### config.mk
export PLATFORM = sky130hd
export DESIGN_NAME = bus_resp_trigger
export DESIGN_NICKNAME = d
export VERILOG_FILES = /design/src/rtl/brt_pkg.sv /design/src/rtl/brt_outstanding.sv /design/src/rtl/brt_req_match.sv /design/src/rtl/brt_resp_match.sv /design/src/rtl/bus_resp_trigger.sv
export SDC_FILE = /design/constraint.sdc
export NUM_CORES = 1
export LEC_CHECK = 0
export ABC_CLOCK_PERIOD_IN_PS = 3700
export BUFFER_PORTS_ARGS = -buffer_cell sky130_fd_sc_hd__buf_4
export CORE_ASPECT_RATIO = 1.4
export CORE_MARGIN = 8
export CORE_UTILIZATION = 35
export DETAILED_ROUTE_END_ITERATION = 8
export PLACE_DENSITY = 0.63
export SLEW_MARGIN = 30
export SYNTH_ARGS = -nofsm -noshare
export SYNTH_HDL_FRONTEND = slang
export SYNTH_SLANG_ARGS = --single-unit
### constraint.sdc
create_clock -name clk -period 3.7 [get_ports clk]
set_input_delay 0.555 -clock clk [delete_from_list [all_inputs] [get_ports clk]]
set_output_delay 0.555 -clock clk [all_outputs]
set_load 0.02 [all_outputs]
### src/rtl/brt_pkg.sv
package brt_pkg;
    typedef enum logic [2:0] {
        ST_IDLE,
        ST_SEEK,
        ST_DEEP,
        ST_RESP,
        ST_DONE
    } brt_state_e;
endpackage

### src/rtl/brt_outstanding.sv
module brt_outstanding #(
    parameter int BUS_MAX = 8,
    parameter int CNT_W   = $clog2(BUS_MAX + 1)
) (
    input  logic             clk,
    input  logic             rst_n,
    input  logic             ads,
    input  logic             rs,
    output logic [CNT_W-1:0] cnt
);
    localparam logic [CNT_W-1:0] TOP = CNT_W'(BUS_MAX);

    always_ff @(posedge clk or negedge rst_n) begin
        if (!rst_n) begin
            cnt <= '0;
        end else begin
            unique case ({ads, rs})
                2'b10:   if (cnt != TOP) cnt <= cnt + 1'b1;
                2'b01:   if (cnt != '0)  cnt <= cnt - 1'b1;
                default: cnt <= cnt;
            endcase
        end
    end
endmodule

### src/rtl/brt_req_match.sv
module brt_req_match #(
    parameter int               ADDR_W   = 16,
    parameter int               CMD_W    = 4,
    parameter logic [ADDR_W-1:0] TGT_ADDR = 16'h0080,
    parameter logic [CMD_W-1:0]  IOWR_CMD = 4'h3
) (
    input  logic              ads,
    input  logic [ADDR_W-1:0] addr,
    input  logic [CMD_W-1:0]  cmd,
    output logic              hit
);
    assign hit = ads && (addr == TGT_ADDR) && (cmd == IOWR_CMD);
endmodule

### src/rtl/brt_resp_match.sv
module brt_resp_match #(
    parameter int                DATA_W   = 8,
    parameter logic [DATA_W-1:0] TGT_DATA = 8'hC7
) (
    input  logic              rs,
    input  logic              defer,
    input  logic              drdy,
    input  logic [DATA_W-1:0] data,
    output logic              good
);
    assign good = rs && !defer && drdy && (data == TGT_DATA);
endmodule

### src/rtl/bus_resp_trigger.sv
module bus_resp_trigger
    import brt_pkg::*;
#(
    parameter int                ADDR_W    = 16,
    parameter int                CMD_W     = 4,
    parameter int                DATA_W    = 8,
    parameter int                BUS_MAX   = 8,
    parameter int                MAX_DEPTH = 4,
    parameter logic [ADDR_W-1:0] TGT_ADDR  = 16'h0080,
    parameter logic [CMD_W-1:0]  IOWR_CMD  = 4'h3,
    parameter logic [DATA_W-1:0] TGT_DATA  = 8'hC7
) (
    input  logic              clk,
    input  logic              rst_n,
    input  logic              clr,
    input  logic              arm,
    input  logic              ads,
    input  logic [ADDR_W-1:0] addr,
    input  logic [CMD_W-1:0]  cmd,
    input  logic              rs,
    input  logic              defer,
    input  logic              drdy,
    input  logic [DATA_W-1:0] data,
    output logic              trig,
    output logic              done
);
    localparam int CNT_W = $clog2(BUS_MAX + 1);
    localparam logic [CNT_W-1:0] DEPTH_LIM = CNT_W'(MAX_DEPTH);

    brt_state_e       state, nxt;
    logic [CNT_W-1:0] cnt, ahead, skip, skip_nxt;
    logic             req_hit, resp_good, fire;

    brt_outstanding #(.BUS_MAX(BUS_MAX), .CNT_W(CNT_W)) u_outstanding (
        .clk(clk), .rst_n(rst_n), .ads(ads), .rs(rs), .cnt(cnt)
    );

    brt_req_match #(
        .ADDR_W(ADDR_W), .CMD_W(CMD_W), .TGT_ADDR(TGT_ADDR), .IOWR_CMD(IOWR_CMD)
    ) u_req_match (
        .ads(ads), .addr(addr), .cmd(cmd), .hit(req_hit)
    );

    brt_resp_match #(.DATA_W(DATA_W), .TGT_DATA(TGT_DATA)) u_resp_match (
        .rs(rs), .defer(defer), .drdy(drdy), .data(data), .good(resp_good)
    );

    // A response in the target's own cycle answers an older transaction.
    assign ahead = (rs && cnt != '0) ? cnt - 1'b1 : cnt;

    always_comb begin
        nxt      = state;
        skip_nxt = skip;
        fire     = 1'b0;
        unique case (state)
            ST_IDLE: if (arm) nxt = ST_SEEK;
            ST_SEEK: begin
                if (!arm) begin
                    nxt = ST_IDLE;
                end else if (req_hit) begin
                    if (ahead > DEPTH_LIM) begin
                        nxt = ST_DEEP;
                    end else begin
                        nxt      = ST_RESP;
                        skip_nxt = ahead;
                    end
                end
            end
            ST_DEEP: nxt = ST_DEEP;
            ST_RESP: begin
                if (rs) begin
                    if (skip != '0) begin
                        skip_nxt = skip - 1'b1;
                    end else if (resp_good) begin
                        nxt  = ST_DONE;
                        fire = 1'b1;
                    end else begin
                        nxt = ST_IDLE;
                    end
                end
            end
            ST_DONE: nxt = ST_DONE;
            default: nxt = ST_IDLE;
        endcase
        if (clr) begin
            nxt  = ST_IDLE;
            fire = 1'b0;
        end
    end

    // State register
    always_ff @(posedge clk or negedge rst_n) begin
        if (!rst_n) begin
            state <= ST_IDLE;
            skip  <= '0;
        end else begin
            state <= nxt;
            skip  <= skip_nxt;
        end
    end

    // Outputs
    always_ff @(posedge clk or negedge rst_n) begin
        if (!rst_n) begin
            trig <= 1'b0;
            done <= 1'b0;
        end else begin
            trig <= fire;
            done <= (nxt == ST_DONE);
        end
    end
endmodule

Word-level counts from Yosys, hierarchy flattened. Index checks and enable logic that the tools add are counted.

Add/sub/neg operators: 3. $lt $le $gt $ge: 1. Equal/unequal tests: 18. Mux-type cells: 24. Reductions and logical operators: 14.

Operators with widths (number): $mux 4 (8); $mux 3 (7); $eq 16x8->1 const B (1); $pmux 4 s2 (2); $pmux 3 s5 (1); $ne 2x2->1 const B (6); $eq 8x8->1 const B (1); $reduce_bool 4->1 (2); $sub 4x1->4 const B (2); $eq 3x2->1 const B (2); $eq 3x3->1 const B (2); $logic_and 1x1->1 (6); $mux 1 (6); $reduce_and 6->1 (1); $add 4x1->4 const B (1); $eq 4x2->1 const B (1); $gt 4x3->1 const B (1); $ne 4x4->1 const B (1); $reduce_bool 2->1 (2); $eq 3x1->1 const B (1); $logic_not 3->1 (1); $reduce_and 3->1 (1); $eq 2x1->1 const B (1); $eq 2x2->1 const B (1); 2 further kinds (2).

Register bits: 13. Input port bits: 36. Output and inout bits: 2. Word-level logic and storage cells: 65.

Depth between registers and ports, before layout.
Depth after elaboration: 10. Mapped depth: 9.

Modules after synthesis. Synthesis repeated with hierarchy kept, for this count alone.

Cell total of the unflattened synthesis: 115. Area, all modules: 1003.5 um^2.

Modules (own cells, without submodules): bus_resp_trigger (times used 1, cells an instance 78, area each 654.4 um^2); brt_outstanding (times used 1, cells an instance 25, area each 261.5 um^2); brt_req_match (times used 1, cells an instance 8, area each 51.3 um^2); brt_resp_match (times used 1, cells an instance 4, area each 36.3 um^2).

Worst setup path after synthesis. No wires, ideal clock.

Path type: reg2reg. From: register u_outstanding.cnt[0]. To: register skip[1]. Arrival time: 1822 ps. Path slack: 1799 ps. Cell stages (with the launch flop): 10. Path buffers: 1. Path through: dfrtp_1 buf_4 inv_1 ha_1 nor2_1 mux2_4 a211oi_4 nand2_2 a21boi_2 mux2i_1.

Cells in the longest elaborated chain, start to end: 7.

Ends and longest elaborated chain: start, declared (line brt_outstanding.sv:9) `output logic [CNT_W-1:0] cnt`; start signal, assigned (line brt_outstanding.sv:18) `2'b10: if (cnt != TOP) cnt <= cnt + 1'b1;`; start signal, assigned (line brt_outstanding.sv:19) `2'b01: if (cnt != '0) cnt <= cnt - 1'b1;`; start signal, assigned (line brt_outstanding.sv:20) `default: cnt <= cnt;`; branches (longest 2 deep; another with $sub 4x1->4); $mux 4 (*) (line bus_resp_trigger.sv:49) `assign ahead = (rs && cnt != '0) ? cnt - 1'b1 : cnt;`; branches (longest 4 deep; another with $gt 4x3->1); end signal, assigned (line bus_resp_trigger.sv:98) `skip <= skip_nxt;`; end, declared (line bus_resp_trigger.sv:31) `logic [CNT_W-1:0] cnt, ahead, skip, skip_nxt;`.

Mark *: on every way between the ends. The select of a mux whose other input is x is not followed. A chain may end at the register's enable or synchronous reset.

Worst setup path after layout.
From: register u_outstanding.cnt[0]. To: register skip[2].

Same word-level chain as after synthesis.

==> flow_summary.yaml <==
critical_path:
  worstSetupPathType: "flop to flop"
  crit_arrival_ns: 2.27
  rr_endpoint: "skip[2]"
  path_max_fanout: 9
  critical_path_required_ns: 3.83
  worstSetupStartpointType: "flop"
  r2r_slack_ns: 1.56
  startpoint: "u_outstanding.cnt[0]"
  ff2ff_path_depth: 8
  endpoint: "skip[2]"
  worstSetupEndpointType: "flop"
  reg2reg_from: "u_outstanding.cnt[0]"
timing:
  setup_viol: 0
  hold_viol: 0
  rsz0062_at_grt: "no"
  setup_tns_ns: 0
  finClkSkew_ns: 0.00566
  worst_slew_pin_slew_ns: 0.440
  fmax_mhz: 467
  period_share_pct: 57.9
  post-route-min-period_ns: 2.14
  worst_slack_ns: 1.56
  final-max-slew-violation-count: 0
  slew_headroom_pct: 70.5
cells_and_area:
  fin_area_sq_um: 1410
  layout_common_cells: "37 x buf_4, 13 x nand2_1, 13 x dfrtp_1, 10 x nor2_1, 6 x a21oi_1"
  syn_to_final_growth_pct: 32.6
  final_common_cell: "buf_4"
  num_antenna_cells: 0
  drive_gt1_share_pct: 33.8
  nets: 198
run:
  maxCapViolations: 0
yosys:
  ys_seq_area_share_pct: 30.6
  synth.distinct_cells: 43
  synth_edf_count: 0
  syn_area_sq_um: 1060
  yosysWarnings: 0
  synth_cells: 119
  synthFlopType: "dfrtp_1"
  async_flop_share_pct: 100
  syn-num-nets: 159
  ys_ff_latch: 13
  avgSynthCellArea_sq_um: 8.94
clock_network:
  cts_hold_buf: 0
  cts.sinks: 13
  cts.path.max_buffers: 2
  cts-root-buf: "clkbuf_8"
  clk_pin_slew_ns: 0.06
  clock_latency_ns: 0.25
  cts_post_setup_buffers_inserted: 0
  cts_max_level: 1
  cts_tree: "built"
  cts_buffers: 3
  post_cts_resized: 0
floorplanning:
  num_rows: 23
  ios: 38
  dieArea_sq_um: 5080
  initial_core_util_pct: 37.0
  die_h_um: 81.2
  fp.coreArea_sq_um: 2880
  die_x_um: 62.6
placement:
  dp_hpwl_um: 2360
  place.gp.congestion: 0.843
  place_area_sq_um: 1370
  numPortBuffers: 37
  pre_cts_slack_ns: 1.54
power:
  power.total_uw: 626
  powerDensity_nw_per_um2: 444
  peakVddDrop_uv: 317
  p_leak_uw: 0.000632
hold_path:
  hold_path_class: "input port to async pin"
global_route:
  antenna_found_initial: 0
  gr-usage-all-layers_pct: 11.3
  grt_pass1_vias: 1046
  grt_pass1_wl_um: 4770
  grt.overflow.total: 0
  grt_max_degree: 14
detailed_routing:
  drt_iter0_drc: 32
  via_per_inst: 5.29
  wl_um: 2840
  wl_per_cell_um: 14.6
  drc: 0
  first_pass_iters: 4
  ant_nets: 0
  dr_total_vias: 1027
outcome:
  status: "complete, no violations"
-- power breakdown --
| part | switching, uW | internal, uW | leakage, uW | total [uW] |
|---|---|---|---|---|
| registers | 56.5 | 168 | 0.000164 | 224 |
| clock network | 53.4 | 76.2 | 0.0000228 | 130 |
| logic | 132 | 140 | 0.000444 | 272 |
-- registers in the layout, summed over array words and instances (netlist names) --
name,flops
trig,1
done,1
u_outstanding.cnt,4
skip,4
state,3
-- critical path, stage by stage, from the launching register on --
cell and delay, ns:
dfrtp_1 0.53, inv_1 0.16, ha_1 0.26, nor2b_1 0.14
nor3_1 0.39, a211oi_4 0.13, nand2_2 0.14, mux2i_1 0.20
o21ai_1 0.07
-- cells by family (layout without fill, tap and decap cells) --
kind of cell	after synthesis	in the layout	share of synthesized area [%]
buf+inv	10	48	5.06
flops	13	13	30.6
fa+ha+maj	4	4	4.71
xor+xnor	7	7	6.47
mux	5	5	5.18
simple gates	51	51	28.9
compound gates	29	29	19.1
-- area by class of cell --
cell class,count,area [sq um]
flip-flops and latches,13,325
clock buffers,4,45.0
fillers,281,1470
repair buffers,37,278
inverters,7,31.3
well taps,37,46.3
multi-input cells,96,684
-- metal layers --
metal  up-vias  track usage [%]  share of wire (%)
met2        28             22.1                 57
li1        506                -                  -
met1       491             11.7                 37
met4         0             2.75               0.32
met3         2             3.16                5.4
met5         -                0                  0
-- synthesized netlist by cell type, drive strengths merged (3+ instances only) --
library cell	count	area, sq um
a211oi	3	35.0
a21oi	6	30.0
a31o	3	26.3
dfrtp	13	325
ha	4	50.1
inv	7	31.3
mux2i	4	40.0
nand2	14	55.1
nand3	4	20.0
nor2	10	37.5
nor2b	3	21.3
nor3	4	25.0
nor4	3	33.8
nor4b	3	38.8
o21ai	8	40.0
or4	4	30.0
xnor2	4	42.6
xor2	3	26.3
-- worst min path at each step --
stage / from / to / slack, ns
after detailed placement: rst_n / state[1] / 0.41
final: rst_n / state[1] / 0.14
after floorplan: rst_n / done / 0.26
after CTS: rst_n / state[1] / 0.15
after global routing: rst_n / done / 0.16
after global placement: rst_n / state[1] / 0.41
-- through the flow --
stage	util, %	hold WS (ns)	std cells
5_1_grt	49.0	0.157	194
2_1_floorplan	-	0.259	119
4_1_cts	49.0	0.154	194
3_3_place_gp	47.4	0.414	190
6_report	49.0	0.142	194
3_5_place_dp	47.4	0.415	190
Note: power is estimated with default switching activity, not from simulation.
